<file path="config.mk">
export PLATFORM = sky130hd
export DESIGN_NAME = rsp_ecc_top
export DESIGN_NICKNAME = d
export VERILOG_FILES = /design/src/rtl/rsp_pkg.sv /design/src/rtl/rsp_lfsr.sv /design/src/rtl/rsp_pack.sv /design/src/rtl/rsp_seq.sv /design/src/rtl/rsp_ecc_top.sv
export SDC_FILE = /design/constraint.sdc
export NUM_CORES = 1
export LEC_CHECK = 0
export ABC_AREA = 1
export BUFFER_PORTS_ARGS = -buffer_cell sky130_fd_sc_hd__buf_4
export CORE_AREA = 2 2 127 129
export CTS_BUF_LIST = sky130_fd_sc_hd__clkbuf_4 sky130_fd_sc_hd__clkbuf_8 sky130_fd_sc_hd__clkbuf_16
export DETAILED_ROUTE_END_ITERATION = 7
export DIE_AREA = 0 0 129 131
export GPL_TIMING_DRIVEN = 1
export PLACE_DENSITY = 0.8
export SETUP_SLACK_MARGIN = 0.5
export SLEW_MARGIN = 25
export SYNTH_ARGS = -nofsm -noshare
export SYNTH_HDL_FRONTEND = slang
export SYNTH_SLANG_ARGS = --single-unit
</file>
<file path="constraint.sdc">
create_clock -name clk -period 3.55 [get_ports clk]
set_input_delay 0.1775 -clock clk [delete_from_list [all_inputs] [get_ports clk]]
set_output_delay 0.1775 -clock clk [all_outputs]
set_load 0.03 [all_outputs]
</file>
<file path="src/rtl/rsp_pkg.sv">
// Shared constants and GF(2^10) helpers for the page parity engine.
// Assumes a monic generator whose roots are consecutive powers of alpha = 2.
package rsp_pkg;
    localparam int SYM_W       = 10;
    localparam int NPAR        = 6;
    localparam int DATA_BYTES  = 512;
    localparam int BYTE_W      = 8;
    localparam logic [SYM_W:0] FIELD_POLY = 11'h409;
    localparam int PAR_BITS    = NPAR * SYM_W;
    localparam int PAR_BYTES   = (PAR_BITS + BYTE_W - 1) / BYTE_W;
    localparam int WORD_BITS   = PAR_BYTES * BYTE_W;
    localparam int TOTAL_BYTES = DATA_BYTES + PAR_BYTES;
    localparam int CNT_W       = $clog2(TOTAL_BYTES + 1);
    localparam int SEL_W       = $clog2(PAR_BYTES);
    localparam int CTL_CLR     = 7;
    localparam int CTL_GEN     = 6;
    localparam int CTL_ENA     = 5;

    typedef logic [SYM_W-1:0] sym_t;

    // Carry-less product reduced by the field polynomial.
    function automatic sym_t gf_mul(sym_t a, sym_t b);
        sym_t acc = '0;
        sym_t sh  = a;
        for (int i = 0; i < SYM_W; i++) begin
            if (b[i]) acc = acc ^ sh;
            sh = {sh[SYM_W-2:0], 1'b0} ^ (sh[SYM_W-1] ? FIELD_POLY[SYM_W-1:0] : '0);
        end
        return acc;
    endfunction

    // Coefficient k of the generator product over roots alpha^0..alpha^(NPAR-1).
    function automatic sym_t gen_coef(int k);
        sym_t g [NPAR+1];
        sym_t root = sym_t'(1);
        for (int j = 0; j <= NPAR; j++) g[j] = '0;
        g[0] = sym_t'(1);
        for (int i = 0; i < NPAR; i++) begin
            for (int j = NPAR; j >= 1; j--) g[j] = g[j-1] ^ gf_mul(g[j], root);
            g[0] = gf_mul(g[0], root);
            root = gf_mul(root, sym_t'(2));
        end
        return g[k];
    endfunction
endpackage

</file>
<file path="src/rtl/rsp_lfsr.sv">
// Six-stage symbol-serial division register: one symbol per shift_en.
// Assumes clr has priority over shift_en; holds otherwise.
module rsp_lfsr
    import rsp_pkg::*;
(
    input  logic                clk,
    input  logic                rst_n,
    input  logic                clr,
    input  logic                shift_en,
    input  sym_t                sym_in,
    output logic [PAR_BITS-1:0] par
);
    logic [PAR_BITS-1:0] st;
    logic [PAR_BITS-1:0] nxt;
    sym_t                fb;

    // Feedback taken from the highest-degree stage.
    assign fb = sym_in ^ st[(NPAR-1)*SYM_W +: SYM_W];

    // Per-stage next value: previous stage plus feedback times its coefficient.
    for (genvar k = 0; k < NPAR; k++) begin : g_stage
        localparam sym_t GK = gen_coef(k);
        if (k == 0) begin : g_first
            assign nxt[0 +: SYM_W] = gf_mul(fb, GK);
        end else begin : g_rest
            assign nxt[k*SYM_W +: SYM_W] = st[(k-1)*SYM_W +: SYM_W] ^ gf_mul(fb, GK);
        end
    end

    // Stage registers: clear, shift or hold.
    always_ff @(posedge clk) begin
        if (!rst_n || clr) st <= '0;
        else if (shift_en) st <= nxt;
    end

    assign par = st;

    // without a shift or clear the remainder must not move.
    p_hold_r6: assert property (@(posedge clk) disable iff (!rst_n)
        (!shift_en && !clr) |=> $stable(par));
endmodule

</file>
<file path="src/rtl/rsp_pack.sv">
// Packs parity symbols into the inverted and bit-reversed raw byte banks.
// Assumes symbol NPAR-1 occupies the lowest bits; spare bits filled per bank.
module rsp_pack
    import rsp_pkg::*;
(
    input  logic [PAR_BITS-1:0]  par,
    input  logic [SEL_W-1:0]     rd_sel,
    output logic [WORD_BITS-1:0] inv_word,
    output logic [BYTE_W-1:0]    inv_byte,
    output logic [BYTE_W-1:0]    raw_byte
);
    logic [WORD_BITS-1:0] raw_word;
    logic [WORD_BITS-1:0] rev_word;

    // Symbol placement: highest-degree symbol first, LSB-first.
    for (genvar k = 0; k < NPAR; k++) begin : g_place
        assign raw_word[(NPAR-1-k)*SYM_W +: SYM_W] = par[k*SYM_W +: SYM_W];
        assign inv_word[(NPAR-1-k)*SYM_W +: SYM_W] = ~par[k*SYM_W +: SYM_W];
    end

    // Spare bits: ones in the inverted bank, zeros in the raw bank.
    if (WORD_BITS > PAR_BITS) begin : g_spare
        assign raw_word[WORD_BITS-1:PAR_BITS] = '0;
        assign inv_word[WORD_BITS-1:PAR_BITS] = '1;
    end

    // Per-byte bit reversal of the raw bank.
    for (genvar j = 0; j < PAR_BYTES; j++) begin : g_byte
        for (genvar b = 0; b < BYTE_W; b++) begin : g_bit
            assign rev_word[j*BYTE_W + b] = raw_word[j*BYTE_W + BYTE_W-1-b];
        end
    end

    // Readout byte selection.
    always_comb begin
        inv_byte = inv_word[rd_sel*BYTE_W +: BYTE_W];
        raw_byte = rev_word[rd_sel*BYTE_W +: BYTE_W];
    end
endmodule

</file>
<file path="src/rtl/rsp_seq.sv">
// Control decode, byte counting, stored-parity capture and mismatch flag.
// Assumes a control write in the same cycle as a strobe wins over the strobe.
module rsp_seq
    import rsp_pkg::*;
(
    input  logic                 clk,
    input  logic                 rst_n,
    input  logic                 ctl_we,
    input  logic [BYTE_W-1:0]    ctl_wdata,
    input  logic                 dat_stb,
    input  logic [BYTE_W-1:0]    dat_byte,
    input  logic [WORD_BITS-1:0] inv_word,
    output logic                 clr,
    output logic                 shift_en,
    output sym_t                 sym,
    output logic                 err_flag,
    output logic                 done
);
    logic [CNT_W-1:0]     cnt;
    logic [CNT_W-1:0]     limit;
    logic [CNT_W-1:0]     off;
    logic [SEL_W-1:0]     pidx;
    logic [WORD_BITS-1:0] stash;
    logic [WORD_BITS-1:0] cand;
    logic                 run_en, gen_mode, err_q, done_q;
    logic                 accept, in_data, last, mismatch;

    // Decode of the current strobe against mode and count.
    always_comb begin
        clr      = ctl_we & ctl_wdata[CTL_CLR];
        limit    = gen_mode ? CNT_W'(DATA_BYTES) : CNT_W'(TOTAL_BYTES);
        accept   = dat_stb & run_en & ~ctl_we & (cnt < limit);
        in_data  = cnt < CNT_W'(DATA_BYTES);
        last     = (cnt == limit - CNT_W'(1));
        shift_en = accept & in_data;
        sym      = {{(SYM_W-BYTE_W){1'b0}}, ~dat_byte};
        off      = cnt - CNT_W'(DATA_BYTES);
        pidx     = off[SEL_W-1:0];
    end

    // Stored parity with the incoming byte merged at its slot.
    always_comb begin
        cand = stash;
        cand[pidx*BYTE_W +: BYTE_W] = dat_byte;
        mismatch = cand[PAR_BITS-1:0] != inv_word[PAR_BITS-1:0];
    end

    // Mode, count, capture and flag registers.
    always_ff @(posedge clk) begin
        if (!rst_n) begin
            run_en <= 1'b0; gen_mode <= 1'b0; cnt <= '0;
            err_q <= 1'b0; done_q <= 1'b0; stash <= '0;
        end else if (ctl_we) begin
            run_en   <= ctl_wdata[CTL_ENA];
            gen_mode <= ctl_wdata[CTL_GEN];
            if (clr) begin
                cnt <= '0; err_q <= 1'b0; done_q <= 1'b0; stash <= '0;
            end
        end else if (accept) begin
            cnt <= cnt + CNT_W'(1);
            if (last) done_q <= 1'b1;
            if (!in_data) stash <= cand;
            if (!in_data && last && mismatch) err_q <= 1'b1;
        end
    end

    assign err_flag = err_q;
    assign done     = done_q;

    // a clearing write empties count and flags.
    p_clear_r5: assert property (@(posedge clk) disable iff (!rst_n)
        clr |=> (cnt == '0 && !err_flag && !done));
    // the error flag only drops on a clearing write.
    p_err_hold_r9: assert property (@(posedge clk) disable iff (!rst_n)
        (err_flag && !clr) |=> err_flag);
    // once generate mode is complete the count stays put.
    p_no_overrun_r7: assert property (@(posedge clk) disable iff (!rst_n)
        (done && gen_mode && !ctl_we) |=> $stable(cnt));
    // the count never passes the page plus parity length.
    p_cnt_bound_r8: assert property (@(posedge clk) disable iff (!rst_n)
        cnt <= CNT_W'(TOTAL_BYTES));
    // an error only appears together with completion.
    p_err_at_end_r8: assert property (@(posedge clk) disable iff (!rst_n)
        $rose(err_flag) |-> done);
endmodule

</file>
<file path="src/rtl/rsp_ecc_top.sv">
// Top of the page parity engine: sequencer, encoder and readout packing.
// Assumes one byte per strobe and a byte-wide control write port.
module rsp_ecc_top
    import rsp_pkg::*;
(
    input  logic             clk,
    input  logic             rst_n,
    input  logic             ctl_we,
    input  logic [7:0]       ctl_wdata,
    input  logic             dat_stb,
    input  logic [7:0]       dat_byte,
    input  logic [2:0]       rd_sel,
    output logic [7:0]       inv_byte,
    output logic [7:0]       raw_byte,
    output logic             err_flag,
    output logic             done
);
    logic                 clr, shift_en;
    sym_t                 sym;
    logic [PAR_BITS-1:0]  par;
    logic [WORD_BITS-1:0] inv_word;

    rsp_seq u_seq (
        .clk(clk), .rst_n(rst_n), .ctl_we(ctl_we), .ctl_wdata(ctl_wdata),
        .dat_stb(dat_stb), .dat_byte(dat_byte), .inv_word(inv_word),
        .clr(clr), .shift_en(shift_en), .sym(sym),
        .err_flag(err_flag), .done(done)
    );

    rsp_lfsr u_lfsr (
        .clk(clk), .rst_n(rst_n), .clr(clr), .shift_en(shift_en),
        .sym_in(sym), .par(par)
    );

    rsp_pack u_pack (
        .par(par), .rd_sel(rd_sel), .inv_word(inv_word),
        .inv_byte(inv_byte), .raw_byte(raw_byte)
    );
endmodule

</file>
Word-level counts from Yosys, hierarchy flattened --
Index checks and enable logic that the tools add are counted. W data, S select, Z words.
Storage, ports and cells: register bits 138, RAM bits 0, bits in read-only memories 0, word-level logic and storage cells 106, latch bits 0, memories kept 0, output and inout port bits 18
Cells by class: shifts and indexed selects 4, bitwise gates (word level) 48, eq/ne operators 4, divide/modulo/power cells 0, reduce and logical (&&, ||, !) cells 12, $mul 0, muxes and demuxes 25, order comparisons 2, add/subtract/negate cells 4
Operators by type and width (number):
- $xor A10 B10 Y10 | 32
- $mux W64 | 4
- $shiftx A64 B7 Y8 | 2
- $bwmux W64 | 1
- $shift A8 B34 Y64 const A | 1
- $shiftx A8 B34 Y64 | 1
- $ne A60 B60 Y1 | 1
- $not A10 Y10 | 6
- $mux W4 | 10
- $neg A6 Y34 | 1
- $mux W10 | 3
- $xor A10 B4 Y10 | 2
- $add A10 B1 Y10 const B | 1
- $eq A10 B10 Y1 | 1
- $lt A10 B10 Y1 | 1
- $lt A10 B10 Y1 const B | 1
- $sub A10 B1 Y10 const B | 1
- $xor A8 B10 Y10 | 1
- $reduce_and A3 Y1 | 3
- $not A8 Y8 | 1
- $mux W1 | 7
- $reduce_bool A2 Y1 | 3
- $and A1 B1 Y1 | 5
- $sub A3 B1 Y3 const B | 1
- other kinds (7) | 9

Longest topological paths before layout --
Gate-level depths: netlist of run 1.
depth in word-level cells 22, mapped depth 21, mapped depth without buffers 20

Hierarchy --
A second synthesis of run 1 with hierarchy kept.
Unflattened totals: cells, all modules 1905, area, all modules 11467.2 µm²
By module, submodules not included:
- rsp_seq | area an instance 5860.6 µm², cells an instance 1039, seq. area each 1481.4 µm², instances 1
- rsp_lfsr | area an instance 4428.0 µm², cells an instance 634, seq. area each 1201.2 µm², instances 1
- rsp_pack | area an instance 1178.6 µm², cells an instance 232, seq. area each 0.0 µm², instances 1

Worst setup path after synthesis of run 1 --
Ideal clock, no wire load.
kind reg2reg, from reg u_seq.cnt[0], to reg u_seq.err_q (netlist: u_seq.err_flag), path buffers 2, setup slack 1065 ps, cell stages (with the launch flop) 22, period minus slack after synthesis 2485 ps, data arrival time 2372 ps, path through dfxtp_1 > buf_2 > inv_2 > ha_1 > ha_1 > inv_1 > nand2_1 > nor2_1 > nand2_1 > buf_6 > nand2_1 > nand2_1 > nand2_1 > nand2_1 > a21oi_1 > nand2_1 > nor2_1 > nand2_1 > nor2_1 > nand2_1 > nand2_1 > nand2_1
Between the ends: longest elaborated chain between the ends 8, elaborated cells on any way between the ends 16, classes of those cells add/sub (2); order compare (2); eq/ne (2); shift (2); mux (1); bitwise (1); reduce/logical (6)
Ends and longest elaborated chain:
- start: declaration | RTL line rsp_seq.sv:19 | logic [CNT_W-1:0] cnt;
- start signal: assignment | RTL line rsp_seq.sv:60 | cnt <= cnt + CNT_W'(1);
- $sub A3 B1 Y3 | RTL line rsp_seq.sv:37 | off = cnt - CNT_W'(DATA_BYTES);
- $neg A6 Y34 | RTL line rsp_seq.sv:44 | cand[pidx*BYTE_W +: BYTE_W] = dat_byte;
- $shiftx A8 B34 Y64 or $shift A8 B34 Y64 (tied branches) | RTL line rsp_seq.sv:44
- $bwmux W64 | RTL line rsp_seq.sv:44
- $ne A60 B60 Y1 | RTL line rsp_seq.sv:45 | mismatch = cand[PAR_BITS-1:0] != inv_word[PAR_BITS-1:0];
- $logic_and A1 B1 Y1 | RTL line rsp_seq.sv:63 | if (!in_data && last && mismatch) err_q <= 1'b1;
- $reduce_bool A2 Y1 (no source line)
- $reduce_and A3 Y1 (no source line) (*)
- end signal: assignment | RTL line rsp_seq.sv:52 | err_q <= 1'b0; done_q <= 1'b0; stash <= '0;
- end signal: assignment | RTL line rsp_seq.sv:57 | cnt <= '0; err_q <= 1'b0; done_q <= 1'b0; stash <= '0;
- end signal: assignment | RTL line rsp_seq.sv:63
- end: declaration | RTL line rsp_seq.sv:25 | logic run_en, gen_mode, err_q, done_q;
Mark *: on every way between the ends. The rest lies on a longest branch, timed or not. A chain may end at the register's enable or synchronous reset.

Worst setup path in the final report of run 1 --
from reg u_seq.cnt[1], to reg u_seq.err_q (netlist: u_seq.err_flag)
Same word-level chain as after synthesis.

==> impl_metrics.yaml, run 1 <==
logic_synthesis:
  synth_nets: 1556
  yosysWarnings: 0
  avgSynthCellArea_um2: 6.268
  netlist_instances: 1528
  synth_top_cell_by_area: "dfxtp_1"
  synth_top_area_share: 0.2801
  synth_area_leaders: "dfxtp_1, nand2_1, xor2_1"
  syn_area_um2: 9578
  yosysSeqAreaShare: 0.2801
  synth_cell_types: 42
  ys_ff_latch: 134
sta:
  tns_ns: 0
  tightest_slew_ns: 0.8392
  fmax_ghz: 0.3447
  period_share: 0.8173
  fin_worst_skew_ns: 0.008430
  final_hold_viol_count: 0
  slew_headroom: 0.4385
  setup_viol: 0
  finalCriticalPeriod_ns: 2.901
  rsz0062_at_grt: "no"
  fin_ws_ns: 0.6485
  maxSlewViolCount: 0
global_route:
  gr-total-overflow: 0
  grt_pass1_wl_mm: 53.76
  antenna_found_initial: 0
  grt_util_met3: 0.1059
  grt_pass1_vias: 9105
  grt_use_total: 0.4347
  grtUsageMet1: 0.5822
  grt_max_degree: 53
  grt.busiest_layer: "met2"
  grt_use_met2: 0.6371
floorplan:
  fp.dieArea_um2: 16900
  die_height_um: 131
  fp.dieW_um: 129
  initial_utilization: 0.6141
  core_um2: 15600
  io_pins: 41
  row_count: 46
cts:
  cts_tree: "yes"
  path_clk_slew_ns: 0.07
  cts_sinks: 134
  clockRootBuffer: "clkbuf_16"
  clock_path_buffers: 2
  clkLatencyLatePin_ns: 0.44
  numCtsBuffers: 17
  h-tree-depth: 4
setup_path:
  path_max_fanout: 9
  critPathCaptureType: "register"
  slowest_stage: "ha_2"
  reg2reg_slack_ns: 0.65
  slowest_delay_ns: 0.48
  path_common_cell: "nand2_1"
  required_ns: 3.89
  crit_buf_inv: 3
  arrival_ns: 3.24
  startpoint_type: "register"
  cp_top_family: "simple AND/OR/NAND/NOR gates"
  worstPathCellList: "inv_1 -> ha_2 -> buf_4 -> nand3_1 -> inv_1 -> nand2_1 -> nand2_1 -> nand2_1 -> nand2_1 -> nand3_1 -> nor2_1 -> nand2_1 -> nor2_1 -> nand2_1 -> nand2_1 -> nand2_1"
  critical_path_class: "register to register"
cells_and_area:
  final_nets: 1576
  syn2layout_area_growth_pct: 11.95
  antenna_cells: 0
  drive_gt1_frac: 0.1012
detailed_routing:
  drc: 4
  dr.pass1.iters: 8
  vias: 10560
  vias_per_cell: 5.943
  wl_per_cell_um: 20.74
  postRouteAntennaNets: 0
  drt-initial-drc-count: 1303
  wl_mm: 36.86
flow_run:
  maxCapViolations: 0
place:
  gp_congestion: 1.008
  port_buffers: 35
  place_ws_ns: 0.5124
  dp_hpwl_mm: 27.19
worst_hold_path:
  hold_path_class: "primary input to register"
run_status:
  status: "complete, but fails checks"
  violations: "DRC"
power_and_ir_drop:
  p_leak_nw: 4.995
  ir_worst_vdd_mv: 0.3736
  power.density_nw_per_um2: 391.3
final cells by class:
| cell class | instances | area (µm²) |
|---|---|---|
| fill | 1407 | 4875 |
| tap | 216 | 270.3 |
| timing repair buffer | 64 | 484.2 |
| sequential | 134 | 2683 |
| clock inverter | 14 | 166.4 |
| clock buffer | 18 | 439.2 |
| multi-input combinational | 1107 | 5839 |
| inverter | 224 | 840.8 |
state kept, by name, summed over array words and instances, names as in the netlist:
| register | cells |
|---|---|
| u_seq.cnt | 10 |
| u_lfsr.par | 60 |
| u_seq.gen_mode | 1 |
| u_seq.done | 1 |
| u_seq.run_en | 1 |
| u_seq.err_flag | 1 |
| u_seq.stash | 60 |
path summary, 6_finish.rpt:
path | cells after the start | to | from
setup / recovery | 16 | u_seq.err_flag | u_seq.cnt[1]
hold reg to reg | 2 | u_seq.err_flag | u_seq.err_flag
setup reg to reg | 16 | u_seq.err_flag | u_seq.cnt[1]
hold / removal | 3 | u_seq.run_en | ctl_wdata[5]
worst reg2reg max path, delay by kind of cell (launching register included):
family,cells,cell delay (ns)
DFF,1,0.37
adders and majority gates,1,0.48
buffers and inverters,3,0.50
and+or+nand+nor,12,1.45
cells in the mapped netlist (all sizes together):
cell type,n
nand2,467
inv,222
nand3,137
dfxtp,134
xor2,104
a21oi,98
o21ai,92
nor2,63
o22ai,46
clkbuf,38
nand4,32
buf,25
xnor2,23
o211ai,13
ha,5
nor3,5
a31oi,4
a211oi,3
a22oi,3
nand3b,3
clkinv,2
o21bai,2
o221ai,2
or2,2
a31o,1
and3,1
nor4,1
cell families (layout without fill, tap and decap cells):
kind of cell | after synthesis | count (layout) | synth area share
compound gates | 264 | 264 | 0.1515
xor+xnor | 127 | 127 | 0.1244
flops | 134 | 134 | 0.2801
fa+ha+maj | 5 | 5 | 0.006532
simple gates | 711 | 711 | 0.3201
buf+inv | 287 | 320 | 0.1174
per-layer routing:
| layer | wire, µm | vias up |
|---|---|---|
| met5 | 0 | - |
| met4 | 2446 | 0 |
| met3 | 4486 | 168 |
| met2 | 15450 | 704 |
| met1 | 14470 | 4740 |
| li1 | - | 4948 |
cell usage in the layout (no fill, tap or decap), types with 3 or more instances in the layout:
cell type,synthesis,layout
inv_1,209,207
nand2_2,15,16
inv_2,13,15
nor2_1,58,56
o211ai_1,13,13
o21ai_1,5,4
a21oi_1,98,98
a211oi_1,3,3
o21ai_0,86,86
buf_4,2,63
nand3_1,137,135
nor2_4,3,5
clkinvlp_4,0,3
nand3b_1,3,3
xnor2_1,19,19
inv_6,0,5
a31oi_1,4,4
nor3_1,5,4
clkbuf_16,0,17
nand2_1,445,443
nand2_4,7,8
nand4_1,32,32
a22oi_1,3,3
o22ai_1,46,46
xor2_1,102,102
dfxtp_1,134,134
metrics by stage:
step | std cells | hold WS, ns | area, µm² | power, mW | utilization
2_1_floorplan | 1528 | 0.3180 | 9578 | 2.109 | -
3_5_place_dp | 1740 | 0.4430 | 10010 | 2.332 | 0.6419
3_3_place_gp | 1740 | 0.4366 | 10010 | 2.325 | 0.6419
6_report | 1777 | 0.001930 | 10720 | 4.196 | 0.6875
4_1_cts | 1772 | 0.002176 | 10620 | 4.161 | 0.6811
5_1_grt | 1777 | 0.01181 | 10720 | 4.303 | 0.6875
power by group:
part | internal [mW] | switching [mW]
combinational | 0.247 | 0.551
clock | 1.07 | 0.783
sequential | 1.52 | 0.0221
timing repair:
item / CTS / global route
gates resized for setup: 1 / 16
endpoints found under the setup margin: 1 / 1
setup buffers: 0 / 5
hold buffers: 0 / 0
pin swaps: 0 / 2
Note: power is estimated with default switching activity, not from simulation.
==> run 2: changes to the inputs <==
- clock period: 3.55 -> 2.9 ns (I/O delays scaled with it)
==> impl_metrics.yaml, run 2 (synthesized netlist as in run 1, its figures left out) <==
setup_path:
  required_ns: 3.24
  crit_buf_inv: 2
  arrival_ns: 2.87
  path_max_fanout: 8
  critical_path_class: "register to register"
  worstPathCellList: "inv_2 -> ha_4 -> ha_4 -> nor2_2 -> nand3_2 -> buf_4 -> nand2_1 -> nand2_1 -> nand2_1 -> nand2_1 -> nor2_1 -> nand3_1 -> nor2_2 -> nand2_1 -> nor2_2 -> nand2_1 -> nand2_2 -> nand2_1"
  path_common_cell: "nand2_1"
  critPathCaptureType: "register"
  startpoint_type: "register"
  slowest_delay_ns: 0.34
  slowest_stage: "dfxtp_2"
  cp_top_family: "simple AND/OR/NAND/NOR gates"
sta:
  period_share: 0.8736
  setup_viol: 0
  rsz0062_at_grt: "yes"
  maxSlewViolCount: 0
  final_hold_viol_count: 0
  fin_worst_skew_ns: 0.008485
  tightest_slew_ns: 0.6203
  slew_headroom: 0.5860
  tns_ns: 0
  fmax_ghz: 0.3947
  finalCriticalPeriod_ns: 2.533
cts:
  cts_tree: "yes"
  path_clk_slew_ns: 0.06
  numCtsBuffers: 17
  clockRootBuffer: "clkbuf_16"
  clkLatencyLatePin_ns: 0.44
  clock_path_buffers: 2
  h-tree-depth: 4
  cts_sinks: 134
global_route:
  grt_use_total: 0.4392
  grt_max_degree: 69
  gr-total-overflow: 0
  antenna_found_initial: 0
  grt_pass1_vias: 9407
  grt_pass1_wl_mm: 54.32
detailed_routing:
  vias_per_cell: 5.925
  dr.pass1.iters: 6
  wl_mm: 37.26
  drc: 0
  wl_per_cell_um: 20.53
  drt-initial-drc-count: 1587
  vias: 10750
  postRouteAntennaNets: 0
place:
  dp.cells: 1763
  dpl_cell_area_um2: 10240
  dp_hpwl_mm: 27.46
  gp_congestion: 1.043
  port_buffers: 35
cells_and_area:
  stdcell_count: 1815
  final_nets: 1615
  syn2layout_area_growth_pct: 17.31
  final_area_um2: 11240
  antenna_cells: 0
  drive_gt1_frac: 0.1426
  mostFrequentLayoutCell: "nand2_1"
  layout_common_cells: "nand2_1, inv_1, nand3_1, dfxtp_1, xor2_1"
floorplan:
  initial_utilization: 0.6141
  fp.dieArea_um2: 16900
  fp.dieW_um: 129
  io_pins: 41
  row_count: 46
  core_um2: 15600
  die_height_um: 131
power_and_ir_drop:
  p_leak_nw: 5.214
  power.density_nw_per_um2: 466.0
  ir_worst_vdd_mv: 0.4077
flow_run:
  maxCapViolations: 0
run_status:
  status: "completed"
worst_hold_path:
  hold_path_class: "primary input to register"
[run 2: changes by cell type in the layout (fill, tap and decap cells not counted), moves of 6 or more]
cell / delta
buf_4: +30
nand2_1: -12
nand2_2: +8
nor2_1: -7
nor2_2: +6
[run 2: final timing paths]
| kind | from | endpoint | slack, ns | depth (start not counted) |
|---|---|---|---|---|
| worst max-delay path | u_seq.cnt[0] | u_seq.err_flag | 0.37 | 18 |
| worst min-delay path | ctl_we | u_seq.run_en | 0.008 | 3 |
| worst max register to register | u_seq.cnt[0] | u_seq.err_flag | 0.37 | 18 |
| worst min register to register | u_seq.err_flag | u_seq.err_flag | 0.46 | 2 |
[run 2: metal layers]
metal | vias to the layer above | track usage | part of all wire
li1 | 5020 | - | -
met1 | 4855 | 0.5641 | 0.38
met2 | 703 | 0.6387 | 0.41
met3 | 176 | 0.1193 | 0.13
met4 | 0 | 0.3095 | 0.079
met5 | - | 0 | 0
[run 2: area by class of cell]
type | count | area, µm²
clock buffers | 21 | 467.9
clock inverters | 10 | 147.6
fillers | 1388 | 4362
inverters | 224 | 849.6
multi-input cells | 1107 | 5976
flip-flops and latches | 134 | 2688
well taps | 216 | 270.3
repair buffers | 103 | 837.1
[run 2: metrics by stage]
step | utilization | setup slack (ns) | power (mW) | hold slack [ns]
2_1_floorplan | - | 0.5124 | 2.582 | 0.2855
3_3_place_gp | 0.6568 | 0.1642 | 2.866 | 0.4069
3_5_place_dp | 0.6568 | 0.1007 | 2.882 | 0.4177
4_1_cts | 0.7078 | 0.3930 | 5.163 | 0.01000
5_1_grt | 0.7204 | 0.2292 | 5.364 | 0.02176
6_report | 0.7204 | 0.3666 | 5.236 | 0.008053
[run 2: worst reg2reg max path: stages (launching register included)]
cell and delay (ns):
dfxtp_2 0.34, inv_2 0.05, ha_4 0.17, ha_4 0.18, nor2_2 0.15, nand3_2 0.13
buf_4 0.22, nand2_1 0.08, nand2_1 0.07, nand2_1 0.08, nand2_1 0.05, nor2_1 0.19
nand3_1 0.13, nor2_2 0.12, nand2_1 0.11, nor2_2 0.11, nand2_1 0.11, nand2_2 0.09
nand2_1 0.05
[run 2: power by group]
group	total, mW	internal, mW	switching, mW	leakage [nW]
registers	1.88	1.86	0.0261	1.08
logic	1.03	0.337	0.689	3.84
clock network	2.32	1.42	0.907	0.293
total	5.24	3.61	1.62	5.21
[run 2: what timing repair did]
| item | in CTS | in global routing |
|---|---|---|
| setup buffers | 8 | 10 |
| hold buffers | 2 | 0 |
| resized for setup | 29 | 29 |
| endpoints found under the hold margin | 2 | 0 |
| gates cloned | 0 | 1 |
| pin swaps | 12 | 10 |
| setup endpoints to repair | 1 | 8 |
==> run 3: changes to the inputs <==
- CORE_AREA: 2 2 127 129 -> 2 2 104 157
- DIE_AREA: 0 0 129 131 -> 0 0 106 159
==> impl_metrics.yaml, run 3 (synthesized netlist as in run 1, its figures left out) <==
run_status:
  status: "completed"
setup_path:
  critical_path_class: "register to register"
  startpoint_type: "register"
  required_ns: 3.23
  arrival_ns: 2.89
  path_max_fanout: 6
  critPathCaptureType: "register"
cells_and_area:
  drive_gt1_frac: 0.1488
  antenna_cells: 0
  final_area_um2: 11360
  final_nets: 1615
  syn2layout_area_growth_pct: 18.63
  layout_common_cells: "nand2_1, inv_1, nand3_1, dfxtp_1"
  stdcell_count: 1803
  mostFrequentLayoutCell: "nand2_1"
  final_core_util: 0.7338
sta:
  period_share: 0.8823
  timing.hold.ws_ns: 0.02760
  fin_ws_ns: 0.3413
  setup_viol: 0
  maxSlewViolCount: 0
  tightest_slew_ns: 0.6345
  slew_headroom: 0.5726
  final_hold_viol_count: 0
  fin_worst_skew_ns: 0.009925
  tns_ns: 0
  fmax_ghz: 0.3908
  rsz0062_at_grt: "yes"
  finalCriticalPeriod_ns: 2.559
floorplan:
  fp.dieArea_um2: 16850
  row_count: 56
  io_pins: 41
  core_um2: 15480
  initial_utilization: 0.6185
  die_height_um: 159
  fp.dieW_um: 106
cts:
  cts_sinks: 134
  cts_tree: "yes"
  clockRootBuffer: "clkbuf_16"
  path_clk_slew_ns: 0.07
  h-tree-depth: 4
  numCtsBuffers: 17
  clock_path_buffers: 2
  clkLatencyLatePin_ns: 0.44
global_route:
  grt_use_total: 0.4576
  grt_pass1_vias: 10140
  grt_util_met3: 0.08473
  grt_use_met2: 0.7223
  grt_pass1_wl_mm: 57.75
  grt.busiest_layer: "met2"
  grtUsageMet1: 0.5260
  grt_max_degree: 53
  antenna_found_initial: 0
  gr-total-overflow: 0
place:
  place_ws_ns: 0.04458
  port_buffers: 35
  gp_congestion: 1.037
  dp_hpwl_mm: 28.85
  dpl_cell_area_um2: 10170
  dp.cells: 1746
detailed_routing:
  wl_per_cell_um: 21.82
  wl_mm: 39.33
  postRouteAntennaNets: 0
  drc: 0
  drt-initial-drc-count: 1243
  vias: 11120
  dr.pass1.iters: 8
  vias_per_cell: 6.169
power_and_ir_drop:
  ir_worst_vdd_mv: 0.4057
  power_mw: 5.224
  p_leak_nw: 5.274
  power.density_nw_per_um2: 459.8
worst_hold_path:
  hold_path_class: "primary input to register"
flow_run:
  maxCapViolations: 0
==> run 3: changes by cell type in the layout (fill, tap and decap cells not counted), sizes merged <==
| cell | delta |
|---|---|
| buf | -2 |
| bufbuf | +1 |
| bufinv | -1 |
| clkbuf | -1 |
| clkinv | -1 |
| inv | +4 |
| nand2 | +1 |
==> run 3: final cells by class <==
type / count / area [µm²]
fill: 1330 / 4123
multi-input combinational: 1108 / 6053
clock buffer: 20 / 466.7
tap: 203 / 254.0
timing repair buffer: 102 / 898.4
clock inverter: 12 / 142.6
sequential: 134 / 2691
inverter: 224 / 855.8
==> run 3: worst paths after layout <==
kind	startpoint	end	slack, ns	cells past startpoint
worst min-delay path	ctl_wdata[6]	u_seq.gen_mode	0.03	3
worst min register to register	u_seq.run_en	u_seq.run_en	0.47	2
worst max register to register	u_seq.cnt[0]	u_seq.err_flag	0.34	18
worst max-delay path	u_seq.cnt[0]	u_seq.err_flag	0.34	18
==> run 3: metal layers <==
metal,routed length (µm),share of wire,up-vias
li1,-,-,5038
met4,4213,0.11,0
met1,13430,0.34,5057
met3,4070,0.10,250
met2,17620,0.45,778
met5,0,0,-
==> run 3: worst max-delay path, stage by stage (launching register included) <==
cell,delay [ns]
dfxtp_2,0.35
inv_2,0.05
ha_4,0.17
ha_4,0.20
inv_4,0.10
nand2_4,0.07
nor2_4,0.22
buf_6,0.17
nand4_1,0.18
nand2_1,0.14
nand2_1,0.06
a21oi_1,0.13
nand2_1,0.07
nor2_1,0.09
nand2_1,0.07
nor2_2,0.13
nand2_1,0.10
nand2_1,0.08
nand2_1,0.05
==> run 3: power breakdown <==
part,internal (mW),leakage (nW),switching (mW)
Combinational,0.341,3.90,0.720
Sequential,1.86,1.08,0.0257
Clock,1.35,0.286,0.932
==> run 3: what timing repair did <==
item | in CTS | in global routing
pin swaps | 11 | 16
hold buffers | 2 | 0
gates cloned | 2 | 1
endpoints found under the hold margin | 1 | 0
setup buffers | 8 | 12
endpoints found under the setup margin | 2 | 25
gates resized for setup | 46 | 45
